--- src/rtl/blkc_pkg.sv ---
package blkc_pkg;

  typedef enum logic [2:0] {
    RATE_32K   = 3'd0,
    RATE_44K1  = 3'd1,
    RATE_48K   = 3'd2,
    RATE_88K2  = 3'd3,
    RATE_96K   = 3'd4,
    RATE_176K4 = 3'd5,
    RATE_192K  = 3'd6,
    RATE_BAD   = 3'd7
  } rate_e;

  // Longest fractional phase period (44.1 kHz family base rate)
  localparam int PHASE_SPAN = 80;

  // Steps in the phase period for a rate; integer rates never leave 0
  function automatic int phase_period(rate_e r);
    case (r)
      RATE_44K1:  return PHASE_SPAN;
      RATE_88K2:  return PHASE_SPAN / 2;
      RATE_176K4: return PHASE_SPAN / 4;
      default:    return 1;
    endcase
  endfunction

  // Blocks per packet in blocking mode
  function automatic int block_interval(rate_e r);
    case (r)
      RATE_32K, RATE_44K1, RATE_48K: return 8;
      RATE_88K2, RATE_96K:           return 16;
      RATE_176K4, RATE_192K:         return 32;
      default:                       return 0;
    endcase
  endfunction

endpackage

--- src/rtl/blkc_phase.sv ---
module blkc_phase #(
  parameter int PHASE_W = 7
) (
  input  logic               clk,
  input  logic               rst,
  input  logic               clr_i,
  input  logic               step_i,
  input  blkc_pkg::rate_e    rate_i,
  output logic [PHASE_W-1:0] phase_o
);
  logic [PHASE_W-1:0] last_w;
  logic [PHASE_W-1:0] phase_q;

  assign last_w = PHASE_W'(blkc_pkg::phase_period(rate_i) - 1);

  always_ff @(posedge clk) begin
    if (rst || clr_i) begin
      phase_q <= '0;
    end else if (step_i) begin
      if (phase_q >= last_w) phase_q <= '0;
      else                   phase_q <= phase_q + PHASE_W'(1);
    end
  end

  assign phase_o = phase_q;
endmodule

--- src/rtl/blkc_decode.sv ---
module blkc_decode #(
  parameter int COUNT_W = 6,
  parameter int PHASE_W = 7
) (
  input  blkc_pkg::rate_e    rate_i,
  input  logic               blk_i,
  input  logic               no_ts_i,
  input  logic [PHASE_W-1:0] phase_i,
  output logic [COUNT_W-1:0] cnt_o
);
  import blkc_pkg::*;

  localparam logic [PHASE_W-1:0] HALF_SPAN = PHASE_W'(PHASE_SPAN / 2);

  logic first_w;
  logic lift_w;

  assign first_w = (phase_i == '0);
  // odd phases round up in the first half, even phases in the second half
  assign lift_w  = phase_i[0] ^ (first_w || (phase_i >= HALF_SPAN));

  always_comb begin
    if (blk_i) begin
      cnt_o = no_ts_i ? '0 : COUNT_W'(block_interval(rate_i));
    end else begin
      case (rate_i)
        RATE_32K:   cnt_o = COUNT_W'(4);
        RATE_48K:   cnt_o = COUNT_W'(6);
        RATE_96K:   cnt_o = COUNT_W'(12);
        RATE_192K:  cnt_o = COUNT_W'(24);
        RATE_44K1:  cnt_o = COUNT_W'(5) + COUNT_W'(lift_w);
        RATE_88K2:  cnt_o = COUNT_W'(11) + COUNT_W'(first_w);
        RATE_176K4: cnt_o = COUNT_W'(22) + COUNT_W'(first_w);
        default:    cnt_o = '0;
      endcase
    end
  end
endmodule

--- src/rtl/blkc_top.sv ---
module blkc_top #(
  parameter int COUNT_W = 6
) (
  input  logic               clk,
  input  logic               rst,
  input  logic               start_i,
  input  logic               adv_i,
  input  logic [2:0]         rate_i,
  input  logic               blocking_i,
  input  logic               no_ts_i,
  output logic [COUNT_W-1:0] count_o,
  output logic               count_vld_o
);
  import blkc_pkg::*;

  localparam int PHASE_W = $clog2(PHASE_SPAN);

  rate_e              cfg_rate_q;
  logic               cfg_blk_q;
  logic               run_q;
  logic               serve_w;
  logic [PHASE_W-1:0] phase_w;
  logic [COUNT_W-1:0] dec_cnt_w;
  logic [COUNT_W-1:0] cnt_q;
  logic               vld_q;

  assign serve_w = adv_i && run_q && !start_i;

  blkc_phase #(.PHASE_W(PHASE_W)) u_phase (
    .clk     (clk),
    .rst     (rst),
    .clr_i   (start_i),
    .step_i  (serve_w),
    .rate_i  (cfg_rate_q),
    .phase_o (phase_w)
  );

  blkc_decode #(.COUNT_W(COUNT_W), .PHASE_W(PHASE_W)) u_decode (
    .rate_i  (cfg_rate_q),
    .blk_i   (cfg_blk_q),
    .no_ts_i (no_ts_i),
    .phase_i (phase_w),
    .cnt_o   (dec_cnt_w)
  );

  always_ff @(posedge clk) begin
    if (rst) begin
      cfg_rate_q <= RATE_32K;
      cfg_blk_q  <= 1'b0;
      run_q      <= 1'b0;
      cnt_q      <= '0;
      vld_q      <= 1'b0;
    end else begin
      vld_q <= 1'b0;
      if (start_i) begin
        cfg_rate_q <= rate_e'(rate_i);
        cfg_blk_q  <= blocking_i;
        run_q      <= 1'b1;
      end else if (serve_w) begin
        cnt_q <= dec_cnt_w;
        vld_q <= 1'b1;
      end
    end
  end

  assign count_o     = cnt_q;
  assign count_vld_o = vld_q;
endmodule

--- config.mk ---
export PLATFORM = sky130hd
export DESIGN_NAME = blkc_top
export DESIGN_NICKNAME = d
export VERILOG_FILES = /design/src/rtl/blkc_pkg.sv /design/src/rtl/blkc_phase.sv /design/src/rtl/blkc_decode.sv /design/src/rtl/blkc_top.sv
export SDC_FILE = /design/constraint.sdc
export NUM_CORES = 1
export LEC_CHECK = 0
export BUFFER_PORTS_ARGS = -buffer_cell sky130_fd_sc_hd__buf_4
export CORE_MARGIN = 3
export CORE_UTILIZATION = 60
export DETAILED_ROUTE_END_ITERATION = 7
export PLACE_DENSITY = 0.82
export SYNTH_ARGS = -nofsm -noshare
export SYNTH_HDL_FRONTEND = slang
export SYNTH_HIERARCHICAL = 1
export SYNTH_SLANG_ARGS = --single-unit
export TNS_END_PERCENT = 10
--- constraint.sdc ---
create_clock -name clk -period 3.6 [get_ports clk]
set_input_delay 0.54 -clock clk [delete_from_list [all_inputs] [get_ports clk]]
set_output_delay 0.54 -clock clk [all_outputs]
set_load 0.03 [all_outputs]
# Word-level counts from Yosys, hierarchy flattened
# Index checks and enable logic that the tools add are counted.
[op_classes] addsub=5 n_lt_le_gt_ge=2 bitwise_logic=2 n_mux=7 reduce_logical=12 n_eq_ne=6
[ops] cell="6-bit case mux with 7 select lines" count=1
[ops] cell="7-bit case mux with 3 select lines" count=1
[ops] cell="6-bit case mux with 3 select lines" count=1
[ops] cell="6-bit 2-to-1 mux" count=2
[ops] cell="3-bit == test, second input constant" count=3
[ops] cell="7-bit by 1-bit adder with 7-bit output, second input constant" count=1
[ops] cell="7-bit by 6-bit >= comparator with 1-bit output, second input constant" count=1
[ops] cell="7-bit >= comparator" count=1
[ops] cell="7-bit logical NOT" count=1
[ops] cell="7-bit 2-to-1 mux" count=1
[ops] cell="7-bit by 1-bit subtractor with 7-bit output, second input constant" count=1
[ops] cell="5-bit by 1-bit adder with 6-bit output, first input constant" count=1
[ops] cell="3-bit by 2-bit == test with 1-bit output, second input constant" count=2
[ops] cell="2-bit OR reduction" count=3
[ops] cell="4-bit by 1-bit adder with 5-bit output, first input constant" count=1
[ops] cell="3-bit by 1-bit adder with 4-bit output, first input constant" count=1
[ops] cell="3-bit by 1-bit == test with 1-bit output, second input constant" count=1
[ops] cell="3-bit logical NOT" count=1
[ops] cell="3-bit OR reduction" count=1
[ops] cell="1-bit logical AND" count=2
[ops] cell="1-bit logical OR" count=2
[ops] cell="2-bit AND reduction" count=1
[ops] cell="1-bit logical NOT" count=1
[ops] cell="1-bit 2-to-1 mux" count=1
[ops] cell="other kinds (2)" count=2
[word_totals] in_bits=9 wordCells=40 reg_bits=19 output_inout_bits=7

# Longest topological paths before layout
# Gate-level depths: netlist (run 1).
[depth] ltp_word=6 depth_mapped=8 depth_no_buf=8

# Hierarchy
# Netlist (run 1), hierarchy kept.
[modules_own_cells] module="blkc_phase" seq_area_each_um2=140.1 area_each_um2=484.2 instances=1 cells_per_inst=58
[modules_own_cells] module="blkc_top" seq_area_each_um2=240.2 area_each_um2=484.2 instances=1 cells_per_inst=46
[modules_own_cells] module="blkc_decode" seq_area_each_um2=0.0 area_each_um2=203.9 instances=1 cells_per_inst=33

# Least setup slack after synthesis (run 1)
# OpenSTA, ideal clock, no wires.
[synth_timing] path_kind="reg2reg" startpoint="register cfg_rate_q[0]" endpoint="register u_phase.phase_q[0] (netlist: u_phase/phase_o[0])" setup_slack_ps=1582 arrival_ps=1953 path_buffers=0 synth_period_minus_slack_ps=2018 required_time_ps=3535 path_stages_with_launch=8 setup_time_ps=65 path_cell_list="dfxtp_1 nand2b_1 or2_2 ha_1 a21oi_1 a31oi_1 a2111o_1 nor2_1"
[synth_between] elab_chain_len=5 elab_cells_between_ends=7 classes_between="add/sub (1); order compare (1); eq/ne (3); mux (2)"
[synth_rtl] item="start, declared" line="blkc_top.sv:18" rtl="rate_e cfg_rate_q;"
[synth_rtl] item="start signal, assigned" line="blkc_top.sv:56" rtl="cfg_rate_q <= rate_e'(rate_i);"
[synth_rtl] item="3-bit == test (tied with other cells)" line="blkc_pkg.sv:19" rtl="case (r)"
[synth_rtl] item="7-bit case mux with 3 select lines *" line="blkc_pkg.sv:19"
[synth_rtl] item="7-bit by 1-bit subtractor with 7-bit output *" line="blkc_phase.sv:14" rtl="assign last_w = PHASE_W'(blkc_pkg::phase_period(rate_i) - 1);"
[synth_rtl] item="7-bit >= comparator *" line="blkc_phase.sv:20" rtl="if (phase_q >= last_w) phase_q <= '0;"
[synth_rtl] item="7-bit 2-to-1 mux *" line="blkc_phase.sv:20"
[synth_rtl] item="end signal, assigned" line="blkc_phase.sv:21" rtl="else phase_q <= phase_q + PHASE_W'(1);"
[synth_rtl] item="end, declared" line="blkc_phase.sv:12" rtl="logic [PHASE_W-1:0] phase_q;"
# Every way passes the cells marked *; elsewhere a longest branch is shown, timed or not.
# A chain may end at the register's enable or synchronous reset.

# Worst setup path in the final report (run 1)
[layout_timing] startpoint="register cfg_rate_q[2]" endpoint="register u_phase.phase_q[4] (netlist: u_phase/phase_o[4])"
# Same word-level chain as after synthesis.

==> results.json, run 1 <==
{
  "clockBufferDepth": 2,
  "grt_pass1_vias": 911,
  "diodes": 0,
  "mappedNetlistNets": 154,
  "port_buffers": 15,
  "synthToLayoutAreaGrowth_pct": 10.67,
  "ys_seq_area_share_pct": 32.44,
  "rr_startpoint": "cfg_rate_q[2]",
  "htreeDepth": 1,
  "ys.flop_type": "dfxtp_1",
  "synth_seq_cells": 19,
  "post_cts_buffers": 0,
  "synth_area_um2": 1172,
  "grt_overflow_total": 0,
  "ff2ff_path_depth": 7,
  "required_ns": 3.83,
  "period_share_pct": 64.42,
  "routedWlPerCell_um": 12.47,
  "place_area_um2": 1271,
  "grtUsageTotal_pct": 19.16,
  "max_slew_margin_pct": 55.44,
  "placedCellCount": 170,
  "worst_pin_slew_ns": 0.6683,
  "drive_gt1_share_pct": 16.78,
  "num_rows": 15,
  "final_cells": 174,
  "grtUsageMet1_pct": 25.14,
  "drv_slew": 0,
  "cts_sinks": 19,
  "synth_commonest_cells": "nor2_1 (23), dfxtp_1 (19), nand2b_1 (14), mux2i_1 (12), ha_1 (8)",
  "gp_congestion": 0.8425,
  "hpwl_um": 1611,
  "drt_wl_total_um": 2169,
  "drv_cap": 0,
  "via_per_inst": 5.546,
  "synthDistinctLibCells": 32,
  "yosys_warnings": 6,
  "core_um2": 1783,
  "grt_pass1_wl_um": 3870,
  "grt-busiest-layer": "met2",
  "clk_pin_slew_ns": 0.10,
  "clk_latency_ns": 0.29,
  "die-height_um": 50.21,
  "hp-start": "run_q",
  "synth.avg_cell_area_um2": 8.557,
  "cts_hold_buf": 0,
  "async_flop_share_pct": 0,
  "arrival_ns": 2.54,
  "synth_cells": 137,
  "die_x_um": 50.21,
  "min_to": "run_q",
  "start_util_pct": 65.75,
  "clock_skew_ns": 0.002778,
  "io-pin-count": 16,
  "finalSetupTns_ns": 0,
  "drtIter0Drc": 12,
  "dieArea_um2": 2521,
  "synth-edff-count": 0,
  "grtUsageMet3_pct": 4.451,
  "grt_max_degree": 20,
  "synth_top_area_share_pct": 32.44,
  "critical_path_class": "reg -> reg",
  "crit_path_start_kind": "register",
  "r2r_slack_ns": 1.28,
  "rsz0062_at_grt": "no",
  "ant_nets": 0,
  "finalInstanceArea_um2": 1297,
  "dr.pass1.iters": 4,
  "p_leak_nw": 0.5293,
  "fin_crit_ns": 2.319,
  "cp-end-kind": "register",
  "path_max_fanout": 15,
  "rr_endpoint": "u_phase/phase_o[4]",
  "numCtsBuffers": 3,
  "cts_tree": "done",
  "setup_viol": 0,
  "yosys.cell_count.top_type": "nor2_1",
  "hold_path.class": "reg -> reg",
  "cts_resized": 0,
  "status": "completed",
  "antenna_found_initial": 0,
  "yosys.area.top_type": "dfxtp_1",
  "synthTopCellsByArea": "dfxtp_1 (32%), mux2i_1 (10%), ha_1 (8.5%)",
  "via_count": 965,
  "ir_drop_mv": 0.3025,
  "finalNetCount": 167,
  "route.detailed.drc": 0,
  "hold_viol_final": 0,
  "met2_usage_pct": 32.17,
  "fmax_mhz": 431.2,
  "power_density_nw_per_um2": 293.0,
  "hold_depth": 2,
  "cts-root-buf": "clkbuf_4"
}
==> per-stage QoR <==
step / power (W) / setup slack [ns] / hold slack, ns / utilization, %
final: 0.0003801 / 1.281 / 0.4798 / 72.77
after global routing: 0.0004014 / 1.171 / 0.5121 / 72.77
after CTS: 0.0003850 / 1.317 / 0.4811 / 72.77
after detailed placement: 0.0002807 / 1.352 / 0.4548 / 71.30
after global placement: 0.0002779 / 1.470 / 0.4403 / 71.30
after floorplan: 0.0002670 / 1.582 / 0.4271 / -
==> worst max-delay path, cell delays in order, from the launching register on <==
cell	delay, ns
dfxtp_1	0.46
nand2b_1	0.24
or2_2	0.29
ha_1	0.32
a21oi_1	0.18
a31oi_1	0.12
a2111o_1	0.50
nor2_1	0.15
==> how the worst max path moves through the flow <==
stage / startpoint / end / slack (ns) / depth (start not counted)
CTS: cfg_rate_q[2] / u_phase/phase_o[5] / 1.32 / 7
global placement: cfg_rate_q[0] / u_phase/phase_o[5] / 1.47 / 7
detailed placement: cfg_rate_q[2] / u_phase/phase_o[3] / 1.35 / 7
finish: cfg_rate_q[2] / u_phase/phase_o[4] / 1.28 / 7
floorplan: cfg_rate_q[0] / u_phase/phase_o[0] / 1.58 / 7
global route: cfg_rate_q[0] / u_phase/phase_o[3] / 1.17 / 7
==> report_power, final <==
group	internal, W	switching, W	total, W
combinational	0.0000266	0.0000245	0.0000512
sequential	0.000215	0.00000963	0.000225
clock	0.0000430	0.0000613	0.000104
==> metal layers <==
metal	part of all wire [%]	vias up	wire [um]
li1	-	487	-
met1	48	451	1034
met2	47	23	1014
met3	4.4	4	96
met4	1.1	0	24
met5	0	-	0
==> layout by cell type (no fill, tap or decap) <==
cell type / netlist / layout
a31oi_1: 1 / 1
nand3_1: 2 / 2
dfxtp_1: 19 / 19
o211a_1: 1 / 1
o21ai_0: 3 / 3
or2_2: 3 / 3
buf_4: 0 / 15
and3b_1: 1 / 1
nand3b_1: 2 / 2
a21o_1: 1 / 1
ha_1: 8 / 8
o22ai_1: 1 / 1
o31a_1: 1 / 1
and2_1: 1 / 1
xor2_1: 4 / 4
inv_1: 3 / 3
nand2_1: 7 / 7
a2111o_1: 1 / 1
nor2b_1: 3 / 3
a21oi_1: 7 / 7
nor2_2: 1 / 1
nand4_1: 4 / 4
nor2_1: 23 / 23
clkbuf_1: 2 / 1
nand2b_1: 14 / 14
mux2i_1: 12 / 12
xnor2_1: 3 / 3
mux2_4: 1 / 1
clkbuf_4: 0 / 3
nor3_2: 1 / 1
o21a_1: 1 / 1
a211oi_2: 1 / 1
==> state kept, by name, summed over array words and instances, names as in the netlist <==
signal and count:
cfg_blk_q 1, cfg_rate_q 3, count_o 6, count_vld_o 1, run_q 1, u_phase/phase_o 7
==> cell families after synthesis <==
group / count (synthesis) / share of synthesized area (%)
compound gates: 18 / 10.25
mux: 13 / 11.53
simple gates: 62 / 27.21
buf+inv: 10 / 4.802
fa+ha+maj: 8 / 8.538
flops: 19 / 32.44
xor+xnor: 7 / 5.230
==> final cells by class <==
cell class	instances	area [um2]
multi-input cells	108	735.7
fillers	159	485.5
flip-flops and latches	19	380.4
repair buffers	15	112.6
well taps	25	31.28
clock buffers	4	26.28
inverters	3	11.26
No activity file was read; power rests on OpenSTA's default activity.
==> run 2: changes to the inputs <==
Settings changed: CORE_UTILIZATION 60 to 56, PLACE_DENSITY 0.82 to 0.77.
Clock period 3.6 ns to 2.3 ns, I/O delays scaled along.
==> results.json, run 2 (same netlist as run 1, synthesis figures left out) <==
{
  "status": "completed",
  "worst_pin_slew_ns": 0.2863,
  "whs_ns": 0.2867,
  "clk_latency_ns": 0.29,
  "synthToLayoutAreaGrowth_pct": 12.70,
  "numCtsBuffers": 3,
  "fmax_mhz": 475.0,
  "grt_pass1_vias": 890,
  "hold_viol_final": 0,
  "drt_wl_total_um": 2115,
  "rr_startpoint": "cfg_rate_q[2]",
  "die_x_um": 51.76,
  "rr_endpoint": "u_phase/phase_o[2]",
  "cts_tree": "done",
  "cts_hold_buf": 0,
  "grt_max_degree": 20,
  "cts-root-buf": "clkbuf_4",
  "grt_overflow_total": 0,
  "clockBufferDepth": 2,
  "layout.cells.most_common": "nor2_1",
  "clockPowerShare_pct": 27.5,
  "drtIter0Drc": 19,
  "drv_cap": 0,
  "path_max_fanout": 7,
  "core_um2": 1839,
  "start_util_pct": 63.74,
  "drive_gt1_share_pct": 19.08,
  "routedWlPerCell_um": 11.95,
  "dieArea_um2": 2679,
  "route.detailed.drc": 0,
  "rsz0062_at_grt": "no",
  "drv_slew": 0,
  "p_leak_nw": 0.5455,
  "dr.pass1.iters": 4,
  "final_cells": 177,
  "via_per_inst": 5.486,
  "crit_path_start": "cfg_rate_q[2]",
  "cp-endpoint": "u_phase/phase_o[2]",
  "via_count": 971,
  "finalNetCount": 170,
  "required_ns": 2.53,
  "setup_viol": 0,
  "finalSetupTns_ns": 0,
  "power_density_nw_per_um2": 454.7,
  "postLayoutSetupSlackWorst_ns": 0.1948,
  "clock_skew_ns": 0.001811,
  "die-height_um": 51.76,
  "io-pin-count": 16,
  "largest_register_ffs": 7,
  "cp-end-kind": "register",
  "hold_path.class": "in -> reg",
  "grt_pass1_wl_um": 3788,
  "ant_nets": 0,
  "combinationalPowerShare_pct": 15.0,
  "crit_path_start_kind": "register",
  "grtUsageTotal_pct": 18.43,
  "place_area_um2": 1294,
  "diodes": 0,
  "antenna_found_initial": 0,
  "htreeDepth": 1,
  "placedCellCount": 173,
  "num_rows": 15,
  "hpwl_um": 1647,
  "clk_pin_slew_ns": 0.10,
  "swShare_pct": 25.25,
  "cts_sinks": 19,
  "critical_path_class": "reg -> reg",
  "internal-power_w": 0.0004491,
  "port_buffers": 15,
  "ir_drop_mv": 0.4067,
  "fin_crit_ns": 2.105,
  "gp_congestion": 0.8247,
  "finalInstanceArea_um2": 1321,
  "switchingPower_w": 0.0001517,
  "r2r_slack_ns": 0.19,
  "arrival_ns": 2.34,
  "layout_common_cells": "nor2_1 (23), dfxtp_1 (18), buf_4 (18), nand2b_1 (14), mux2i_1 (12)",
  "max_slew_margin_pct": 80.88,
  "ff2ff_path_depth": 7,
  "period_share_pct": 91.53,
  "p_seq_share_pct": 57.6,
  "pre_cts_ws_ns": 0.1904
}
## run 2: worst max-delay path, stage by stage, from the launching register on
cell	delay [ns]
dfxtp_1	0.32
nand2b_1	0.16
or2_2	0.28
ha_1	0.33
a21oi_1	0.19
a31oi_1	0.11
a2111o_1	0.50
nor2_1	0.14
## run 2: area by class of cell
type / instances / area (um2)
clock buffer: 4 / 26.28
fill: 156 / 518.0
inverter: 3 / 11.26
multi-input combinational: 108 / 735.7
sequential: 19 / 381.6
tap: 25 / 31.28
timing repair buffer: 18 / 135.1
## run 2: metal layers
layer | track usage, % | part of all wire (%) | routed length [um] | vias up
li1 | - | - | - | 499
met1 | 23.77 | 47 | 1002 | 450
met2 | 31.78 | 48 | 1010 | 20
met3 | 3.438 | 4.3 | 92 | 2
met4 | 3.930 | 0.43 | 9 | 0
met5 | 0 | 0 | 0 | -
## run 2: through the flow
step,power [W],util [%]
finish,0.0006007,71.84
detailed placement,0.0004426,70.34
CTS,0.0006042,71.77
floorplan,0.0004180,-
global route,0.0006344,71.84
global placement,0.0004390,70.34
## run 2: how the worst min path moves through the flow
| stage | start | end | slack [ns] | cells past startpoint |
|---|---|---|---|---|
| after global routing | rate_i[1] | cfg_rate_q[1] | 0.29 | 3 |
| after detailed placement | run_q | run_q | 0.45 | 2 |
| after floorplan | run_q | run_q | 0.43 | 2 |
| final | rate_i[0] | cfg_rate_q[0] | 0.29 | 3 |
| after CTS | rate_i[1] | cfg_rate_q[1] | 0.28 | 3 |
| after global placement | run_q | run_q | 0.44 | 2 |
## run 2: power groups by stage
stage,sequential (W),clock (W),combinational [W]
after global routing,0.000348,0.000186,0.000101
after floorplan,0.000356,0,0.0000620
final,0.000346,0.000165,0.0000899
after detailed placement,0.000353,0,0.0000894
after global placement,0.000353,0,0.0000864
after CTS,0.000346,0.000169,0.0000899
## run 2: timing repair
action | in CTS | in global routing
gates resized for setup | 0 | 1
setup buffers | 0 | 0
setup endpoints to repair | 0 | 5
